<file path="config.mk">
export PLATFORM = sky130hd
export DESIGN_NAME = xsnoop_ctrl
export DESIGN_NICKNAME = d
export VERILOG_FILES = /design/src/rtl/xsnoop_pkg.sv /design/src/rtl/xsnoop_arb.sv /design/src/rtl/xsnoop_cap.sv /design/src/rtl/xsnoop_fsm.sv /design/src/rtl/xsnoop_ctrl.sv
export SDC_FILE = /design/constraint.sdc
export NUM_CORES = 1
export LEC_CHECK = 0
export ABC_AREA = 1
export BUFFER_PORTS_ARGS = -buffer_cell sky130_fd_sc_hd__buf_2
export CORE_AREA = 2 2 104 106
export DETAILED_ROUTE_END_ITERATION = 7
export DIE_AREA = 0 0 106 108
export PLACE_DENSITY = 0.7
export SLEW_MARGIN = 20
export SYNTH_ARGS = -nofsm -noshare
export SYNTH_HDL_FRONTEND = slang
export SYNTH_SLANG_ARGS = --single-unit
</file>
<file path="constraint.sdc">
create_clock -name clk -period 1.63 [get_ports clk]
set_clock_uncertainty 0.15 [all_clocks]
set_input_delay 0.326 -clock clk [delete_from_list [all_inputs] [get_ports clk]]
set_output_delay 0.326 -clock clk [all_outputs]
set_load 0.02 [all_outputs]
</file>
<file path="src/rtl/xsnoop_pkg.sv">
`timescale 1ns/1ps
package xsnoop_pkg;

    typedef enum logic [1:0] {
        LS_INV = 2'b00,
        LS_SHR = 2'b01,
        LS_EXC = 2'b10,
        LS_MOD = 2'b11
    } line_state_e;

    typedef enum logic [2:0] {
        ST_IDLE,
        ST_DSNOOP,
        ST_DWB,
        ST_DINV,
        ST_IFILL,
        ST_ISNOOP,
        ST_IINV,
        ST_DACC
    } seq_state_e;

endpackage

</file>
<file path="src/rtl/xsnoop_arb.sv">
`timescale 1ns/1ps
module xsnoop_arb #(
    parameter bit IC_FIRST = 1'b1
) (
    input  logic idle,
    input  logic ic_req,
    input  logic dc_req,
    output logic take_ic,
    output logic take_dc
);

    generate
        if (IC_FIRST) begin : g_ic_first
            always_comb begin
                take_ic = idle && ic_req;
                take_dc = idle && dc_req && !ic_req;
            end
        end else begin : g_dc_first
            always_comb begin
                take_dc = idle && dc_req;
                take_ic = idle && ic_req && !dc_req;
            end
        end
    endgenerate

endmodule

</file>
<file path="src/rtl/xsnoop_cap.sv">
`timescale 1ns/1ps
module xsnoop_cap #(
    parameter int LINE_W = 27
) (
    input  logic              clk,
    input  logic              rst_n,
    input  logic              take_ic,
    input  logic              take_dc,
    input  logic [LINE_W-1:0] ic_line,
    input  logic [LINE_W-1:0] dc_line,
    input  logic              dc_we,
    output logic [LINE_W-1:0] cur_line,
    output logic              cur_we
);

    // Line and access type are latched at grant and stay stable for the
    // whole sequence, so every downstream port sees one address.
    always_ff @(posedge clk or negedge rst_n) begin
        if (!rst_n) begin
            cur_line <= '0;
            cur_we   <= 1'b0;
        end else if (take_ic) begin
            cur_line <= ic_line;
            cur_we   <= 1'b0;
        end else if (take_dc) begin
            cur_line <= dc_line;
            cur_we   <= dc_we;
        end
    end

endmodule

</file>
<file path="src/rtl/xsnoop_fsm.sv">
`timescale 1ns/1ps
module xsnoop_fsm
    import xsnoop_pkg::*;
(
    input  logic       clk,
    input  logic       rst_n,
    input  logic       take_ic,
    input  logic       take_dc,
    input  logic       dc_lkup_hit,
    input  logic [1:0] dc_lkup_state,
    input  logic       ic_lkup_hit,
    input  logic       wb_ack,
    input  logic       fill_ack,
    input  logic       dacc_ack,
    output logic       idle,
    output logic       busy,
    output logic       dc_lkup_vld,
    output logic       dc_inv_vld,
    output logic       ic_lkup_vld,
    output logic       ic_inv_vld,
    output logic       wb_req,
    output logic       fill_req,
    output logic       dacc_req,
    output logic       ic_done,
    output logic       dc_done
);

    seq_state_e state, state_nx;

    // State register
    always_ff @(posedge clk or negedge rst_n) begin
        if (!rst_n) state <= ST_IDLE;
        else        state <= state_nx;
    end

    // Next-state selection
    always_comb begin
        state_nx = state;
        unique case (state)
            ST_IDLE: begin
                if (take_ic)      state_nx = ST_DSNOOP;
                else if (take_dc) state_nx = ST_ISNOOP;
            end
            ST_DSNOOP: begin
                if (dc_lkup_hit && (dc_lkup_state == LS_MOD)) state_nx = ST_DWB;
                else if (dc_lkup_hit)                         state_nx = ST_DINV;
                else                                          state_nx = ST_IFILL;
            end
            ST_DWB:    if (wb_ack)   state_nx = ST_DINV;
            ST_DINV:                 state_nx = ST_IFILL;
            ST_IFILL:  if (fill_ack) state_nx = ST_IDLE;
            ST_ISNOOP: begin
                if (ic_lkup_hit) state_nx = ST_IINV;
                else             state_nx = ST_DACC;
            end
            ST_IINV:                 state_nx = ST_DACC;
            ST_DACC:   if (dacc_ack) state_nx = ST_IDLE;
            default:                 state_nx = ST_IDLE;
        endcase
    end

    // Output decode
    always_comb begin
        dc_lkup_vld = 1'b0;
        dc_inv_vld  = 1'b0;
        ic_lkup_vld = 1'b0;
        ic_inv_vld  = 1'b0;
        wb_req      = 1'b0;
        fill_req    = 1'b0;
        dacc_req    = 1'b0;
        ic_done     = 1'b0;
        dc_done     = 1'b0;
        idle        = 1'b0;
        unique case (state)
            ST_IDLE:   idle        = 1'b1;
            ST_DSNOOP: dc_lkup_vld = 1'b1;
            ST_DWB:    wb_req      = 1'b1;
            ST_DINV:   dc_inv_vld  = 1'b1;
            ST_IFILL: begin
                fill_req = 1'b1;
                ic_done  = fill_ack;
            end
            ST_ISNOOP: ic_lkup_vld = 1'b1;
            ST_IINV:   ic_inv_vld  = 1'b1;
            ST_DACC: begin
                dacc_req = 1'b1;
                dc_done  = dacc_ack;
            end
            default:   idle        = 1'b0;
        endcase
        busy = !idle;
    end

    AST_WB_ONLY_MODIFIED: assert property (@(posedge clk) disable iff (!rst_n)
        $rose(wb_req) |-> $past(dc_lkup_vld && dc_lkup_hit && (dc_lkup_state == LS_MOD)));
    AST_INV_AFTER_WB: assert property (@(posedge clk) disable iff (!rst_n)
        $fell(wb_req) |-> dc_inv_vld);
    AST_FILL_AFTER_DSNOOP: assert property (@(posedge clk) disable iff (!rst_n)
        $rose(fill_req) |-> $past(dc_lkup_vld || dc_inv_vld));
    AST_IINV_ON_HIT: assert property (@(posedge clk) disable iff (!rst_n)
        ic_inv_vld |-> $past(ic_lkup_vld && ic_lkup_hit));
    AST_DACC_AFTER_ISNOOP: assert property (@(posedge clk) disable iff (!rst_n)
        $rose(dacc_req) |-> $past(ic_lkup_vld || ic_inv_vld));
    AST_DMISS_STRAIGHT_FILL: assert property (@(posedge clk) disable iff (!rst_n)
        (dc_lkup_vld && !dc_lkup_hit) |=> (fill_req && !wb_req && !dc_inv_vld));
    AST_IMISS_STRAIGHT_ACC: assert property (@(posedge clk) disable iff (!rst_n)
        (ic_lkup_vld && !ic_lkup_hit) |=> (dacc_req && !ic_inv_vld));
    AST_BUSY_AFTER_GRANT: assert property (@(posedge clk) disable iff (!rst_n)
        (take_ic || take_dc) |=> busy);
    AST_DONE_ONE_CYCLE: assert property (@(posedge clk) disable iff (!rst_n)
        (ic_done || dc_done) |=> !(ic_done || dc_done));

endmodule

</file>
<file path="src/rtl/xsnoop_ctrl.sv">
`timescale 1ns/1ps
module xsnoop_ctrl #(
    parameter int ADDR_W     = 32,
    parameter int LINE_BYTES = 32,
    parameter bit IC_FIRST   = 1'b1,
    localparam int OFF_W     = $clog2(LINE_BYTES),
    localparam int LINE_W    = ADDR_W - OFF_W
) (
    input  logic              clk,
    input  logic              rst_n,
    input  logic              ic_miss_req,
    input  logic [LINE_W-1:0] ic_miss_line,
    output logic              ic_miss_gnt,
    input  logic              dc_miss_req,
    input  logic [LINE_W-1:0] dc_miss_line,
    input  logic              dc_miss_we,
    output logic              dc_miss_gnt,
    output logic              busy,
    output logic              dc_lkup_vld,
    output logic [LINE_W-1:0] dc_lkup_line,
    input  logic              dc_lkup_hit,
    input  logic [1:0]        dc_lkup_state,
    output logic              dc_inv_vld,
    output logic [LINE_W-1:0] dc_inv_line,
    output logic              ic_lkup_vld,
    output logic [LINE_W-1:0] ic_lkup_line,
    input  logic              ic_lkup_hit,
    output logic              ic_inv_vld,
    output logic [LINE_W-1:0] ic_inv_line,
    output logic              wb_req,
    output logic [LINE_W-1:0] wb_line,
    input  logic              wb_ack,
    output logic              fill_req,
    output logic [LINE_W-1:0] fill_line,
    input  logic              fill_ack,
    output logic              dacc_req,
    output logic [LINE_W-1:0] dacc_line,
    output logic              dacc_we,
    input  logic              dacc_ack,
    output logic              ic_done,
    output logic              dc_done
);

    logic              idle;
    logic              take_ic;
    logic              take_dc;
    logic [LINE_W-1:0] cur_line;
    logic              cur_we;

    xsnoop_arb #(.IC_FIRST(IC_FIRST)) u_arb (
        .idle    (idle),
        .ic_req  (ic_miss_req),
        .dc_req  (dc_miss_req),
        .take_ic (take_ic),
        .take_dc (take_dc)
    );

    xsnoop_cap #(.LINE_W(LINE_W)) u_cap (
        .clk      (clk),
        .rst_n    (rst_n),
        .take_ic  (take_ic),
        .take_dc  (take_dc),
        .ic_line  (ic_miss_line),
        .dc_line  (dc_miss_line),
        .dc_we    (dc_miss_we),
        .cur_line (cur_line),
        .cur_we   (cur_we)
    );

    xsnoop_fsm u_fsm (
        .clk           (clk),
        .rst_n         (rst_n),
        .take_ic       (take_ic),
        .take_dc       (take_dc),
        .dc_lkup_hit   (dc_lkup_hit),
        .dc_lkup_state (dc_lkup_state),
        .ic_lkup_hit   (ic_lkup_hit),
        .wb_ack        (wb_ack),
        .fill_ack      (fill_ack),
        .dacc_ack      (dacc_ack),
        .idle          (idle),
        .busy          (busy),
        .dc_lkup_vld   (dc_lkup_vld),
        .dc_inv_vld    (dc_inv_vld),
        .ic_lkup_vld   (ic_lkup_vld),
        .ic_inv_vld    (ic_inv_vld),
        .wb_req        (wb_req),
        .fill_req      (fill_req),
        .dacc_req      (dacc_req),
        .ic_done       (ic_done),
        .dc_done       (dc_done)
    );

    always_comb begin
        ic_miss_gnt  = take_ic;
        dc_miss_gnt  = take_dc;
        dc_lkup_line = cur_line;
        dc_inv_line  = cur_line;
        ic_lkup_line = cur_line;
        ic_inv_line  = cur_line;
        wb_line      = cur_line;
        fill_line    = cur_line;
        dacc_line    = cur_line;
        dacc_we      = cur_we && dacc_req;
    end

    AST_NO_GRANT_WHILE_BUSY: assert property (@(posedge clk) disable iff (!rst_n)
        busy |-> !(ic_miss_gnt || dc_miss_gnt));
    AST_LINE_STABLE: assert property (@(posedge clk) disable iff (!rst_n)
        (busy && $past(busy)) |-> $stable(cur_line));

endmodule

</file>
==> After elaboration in Yosys (flattened, before gate mapping) <==
Cells that the tools add are included.
{ "classes": {"n_addsub": 0, "multipliers": 0, "div": 0, "order_cmp": 0, "eq_ne": 12, "n_shift": 0, "mux": 23, "bitwise": 0, "reduce_logical": 10} }
{ "ops": {"columns": ["op", "n"], "rows": [
  ["two-way mux 27 bit", 2],
  ["one-hot mux 3 bit (8 select lines)", 1],
  ["two-way mux 3 bit", 7],
  ["two-way mux 1 bit", 13],
  ["== test 3 bit (second input constant)", 4],
  ["== test 3 x 2 -> 1 bit (second input constant)", 2],
  ["inequality test 2 bit (second input constant)", 3],
  ["logical AND 1 bit", 5],
  ["AND reduction 4 bit", 1],
  ["== test 3 x 1 -> 1 bit (second input constant)", 1],
  ["logical NOT 3 bit", 1],
  ["inequality test 3 bit (second input constant)", 1],
  ["== test 2 bit (second input constant)", 1],
  ["logical NOT 1 bit", 2],
  ["nonzero test 2 bit", 1]
]} }
{ "word_totals": {"reg_bits": 31, "latch_bits": 0, "ram_bits": 0, "romBits": 0, "input_bits": 66, "output_inout_bits": 202, "word_cells": 48, "mem_count": 0} }

==> Logic depth before layout (Yosys ltp) <==
{ "logic_depth": {"ltp_word": 7, "mapped_depth": 10, "ltp_nobuf": 8} }

==> Cells and area by module <==
From an unflattened synthesis, not the netlist that was laid out.
{ "hier_totals": {"hier_cells": 380, "area_unflattened_um2": 3066.7} }
{ "modules_own_cells": {"columns": ["mod", "instances", "cells_each", "area_each_um2", "seq_area_each_um2"], "rows": [
  ["xsnoop_cap", 1, 151, 1501.4, 700.7],
  ["xsnoop_ctrl", 1, 164, 1223.7, 0.0],
  ["xsnoop_fsm", 1, 61, 324.1, 75.1],
  ["xsnoop_arb", 1, 4, 17.5, 0.0]
]} }

==> Least setup slack after synthesis <==
Ideal clock, no wire load.
{ "synth_timing": {"kind": "reg-to-output", "start": "register u_fsm.state[2]", "end": "output dacc_we", "arrival_time_ns": 1.540, "required_time_ns": 1.154, "path_slack_ns": -0.386, "path_stages_with_launch": 6, "path_buffers": 1, "cell_sequence": "dfrtp_1 -> buf_2 -> inv_2 -> nor3_1 -> inv_1 -> nor2_1"} }
{ "synth_via": {"elab_chain_cells": 3} }
{ "synth_lines": {"columns": ["element", "line", "text"], "rows": [
  ["start: declaration", "xsnoop_fsm.sv:28", "seq_state_e state, state_nx;"],
  ["start signal: assignment", "xsnoop_fsm.sv:33", "else state <= state_nx;"],
  ["== test 3 bit", "xsnoop_fsm.sv:74", "unique case (state)"],
  ["two-way mux 1 bit", "xsnoop_fsm.sv:74", null],
  ["net dacc_req", "xsnoop_ctrl.sv:36", "output logic dacc_req,"],
  ["logical AND 1 bit", "xsnoop_ctrl.sv:104", "dacc_we = cur_we && dacc_req;"],
  ["end: declaration", "xsnoop_ctrl.sv:38", "output logic dacc_we,"]
]} }
The timed path passes the listed nets, and every way through them passes these cells.

==> Worst setup path in the final report <==
{ "layout_timing": {"start": "register u_fsm.state[0]", "end": "output dc_miss_gnt"} }
{ "layout_via": {"elab_chain_cells": 4} }
{ "layout_lines": {"columns": ["element", "line", "text"], "rows": [
  ["logical NOT 3 bit", "xsnoop_fsm.sv:74", null],
  ["two-way mux 1 bit", "xsnoop_fsm.sv:74", null],
  ["logical AND 1 bit (2 in series)", "xsnoop_arb.sv:16", "take_dc = idle && dc_req && !ic_req;"],
  ["end: declaration", "xsnoop_ctrl.sv:17", "output logic dc_miss_gnt,"]
]} }
No other way between the ends.

==> flow_metrics.env <==
export IMPL_synth_top_cells_by_count="nand2_1 (172), buf_4 (162), dfrtp_1 (31), inv_1 (15), nor2_1 (11)"
export IMPL_root_buffer="clkbuf_8"
export IMPL_critical_path_class="reg -> out"
export IMPL_design_area_um2=3840
export IMPL_relSlewSlack_pct=73.7
export IMPL_power_uw=10300
export IMPL_peakVddDrop_mv=1.28
export IMPL_cts_tree="done"
export IMPL_hold_viol=0
export IMPL_drt_wl_total_mm=8.52
export IMPL_vias_per_cell=3.96
export IMPL_grt_first_pass_wirelength_mm=11.3
export IMPL_die_y_um=108
export IMPL_postSynthAreaPerCell_um2=7.00
export IMPL_synthTopCellsByArea="buf_4 (41%), dfrtp_1 (26%), nand2_1 (22%)"
export IMPL_worstSetupStartpointType="flip-flop"
export IMPL_first_iter_violations=68
export IMPL_portBuffers=267
export IMPL_htreeDepth=2
export IMPL_status="complete, but fails checks"
export IMPL_grt_max_degree=28
export IMPL_crit_arrival_ns=1.31
export IMPL_yosys_warnings=0
export IMPL_slew_viol_final=0
export IMPL_grt_pass1_vias=2221
export IMPL_cp_max_fo=4
export IMPL_start_util_pct=29.2
export IMPL_n_fill_cell=1126
export IMPL_clock_sinks=31
export IMPL_fp_dieW_um=106
export IMPL_async_flop_share_pct=100
export IMPL_synth_ff_type="dfrtp_1"
export IMPL_syn_inst=427
export IMPL_dp_cells=671
export IMPL_min_period_over_period_pct=110
export IMPL_clk_pin_slew_worst_paths_ns=0.07
export IMPL_vias=2747
export IMPL_tightest_slew_ns=0.395
export IMPL_cts_path_max_buffers=2
export IMPL_synth_top_area_share_pct=40.7
export IMPL_row_count=37
export IMPL_ys_seq_area_share_pct=26.0
export IMPL_drc=0
export IMPL_synth_most_common_cell="nand2_1"
export IMPL_fmax_mhz=560
export IMPL_synth_area_leader_cell="buf_4"
export IMPL_dieArea_um2=11400
export IMPL_num_antenna_cells=0
export IMPL_routedWlPerCell_um=12.3
export IMPL_place_area_um2=3360
export IMPL_place_ws_ns=0.0312
export IMPL_final_setup_viol_count=38
export IMPL_dp_hpwl_mm=5.99
export IMPL_coreArea_um2=10200
export IMPL_ys_seq_elements=31
export IMPL_area_growth_pct=28.5
export IMPL_antenna_left=0
export IMPL_overflow=0
export IMPL_maxCapViolCount=0
export IMPL_ios=268
export IMPL_leakagePower_uw=0.00247
export IMPL_violations="setup timing"
export IMPL_clk_latency_ns=0.28
export IMPL_power_density_nw_per_um2=2680
export IMPL_netlist_area_um2=2990
export IMPL_worst_slack_ns=-0.156
export IMPL_worstPathRequired_ns=1.15
export IMPL_gr_usage_all_layers_pct=12.6
export IMPL_instances_no_fill=694
export IMPL_synth_edf_count=0
export IMPL_rsz0062_at_grt="yes"
export IMPL_cts_inserted_buffers=5
export IMPL_grt_antenna_before_repair=0
export IMPL_end_kind="output pin"
export IMPL_first_pass_iters=4
export IMPL_nets=624
export IMPL_layout_min_cycle_time_ns=1.79
export IMPL_layout_drive_gt1_share_pct=59.0
export IMPL_syn_nets=493
export IMPL_ys_types=17
export IMPL_gp_congestion=0.776
export IMPL_hold_path_class="in -> reg"
cell usage in the layout (no fill, tap or decap):
cell	instances
a21oi_4	1
buf_12	5
buf_2	254
buf_4	16
buf_6	17
clkbuf_16	3
clkbuf_8	6
clkinv_2	1
dfrtp_1	29
dfrtp_2	2
dlygate4sd3_1	1
inv_1	9
inv_12	1
inv_2	4
inv_4	3
nand2_1	169
nand2_2	1
nand2_4	3
nand2_8	1
nand3_1	8
nand3_2	2
nand4_1	3
nor2_1	6
nor2_4	6
nor2_8	1
nor3_4	2
o21ai_0	4
flip-flops by register name (all words and copies together) (netlist names):
signal,flops
u_fsm.state,3
u_cap.cur_line,27
u_cap.cur_we,1
cell families after synthesis:
group           share of synthesized area (%)
simple gates                             27.3
buf+inv                                  45.6
flops                                    26.0
compound gates                           1.21
final timing paths:
| path | startpoint | endpoint | slack (ns) | cells after the start |
|---|---|---|---|---|
| max | u_fsm.state[0] | dc_miss_gnt | -0.16 | 4 |
| min | dc_miss_we | u_cap.cur_we | 0.1 | 3 |
| max reg2reg | u_fsm.state[0] | u_cap.cur_line[11] | -0.05 | 10 |
| min reg2reg | u_cap.cur_we | u_cap.cur_we | 0.40 | 2 |
| max in group asynchronous | rst_n | u_fsm.state[0] | 0.55 | 3 |
| min in group asynchronous | rst_n | u_cap.cur_line[26] | 0.34 | 2 |
per-layer routing:
layer  track usage (%)  share of wire [%]  vias up
met1              15.5                 40     1203
met5                 0                  0        -
met4              2.54               0.81        0
met2              22.1                 50      149
li1                  -                  -     1386
met3              3.38                8.7        9
per-stage QoR:
step	hold slack [ns]	TNS, ns	utilization (%)
detailed placement	0.119	0	32.8
finish	0.0958	-2.05	37.5
global route	0.0939	-5.30	37.5
floorplan	-0.120	-0.0982	-
global placement	0.118	0	32.8
CTS	0.0912	-1.34	35.0
critical path, cell delays in order (launching register included):
cell and delay (ns):
dfrtp_2 0.46, nor2_4 0.15, nand2_4 0.11, nor3_4 0.15, buf_6 0.15
final cells by class:
class	count	area, µm²	share of cell area [%]
inverters	17	83.8	2.18
flip-flops and latches	31	778	20.3
well taps	136	170	4.43
multi-input cells	207	952	24.8
clock inverters	1	5.00	0.130
repair buffers	296	1770	46.0
clock buffers	6	82.6	2.15
where the power goes:
part / switching (µW) / internal, µW / leakage, µW
clock network: 303 / 331 / 0.0000470
registers: 641 / 1150 / 0.000382
logic: 5130 / 2730 / 0.00204
what timing repair did:
| item | in CTS | in global routing |
|---|---|---|
| buffers inserted | 5 | 7 |
| hold endpoints to repair | 14 | 0 |
| pin swaps | 2 | 2 |
| resized for setup | 35 | 32 |
| setup endpoints to repair | 13 | 41 |
| hold buffers | 1 | 0 |
| cloned | 0 | 3 |
Note: power is estimated with default switching activity, not from simulation.
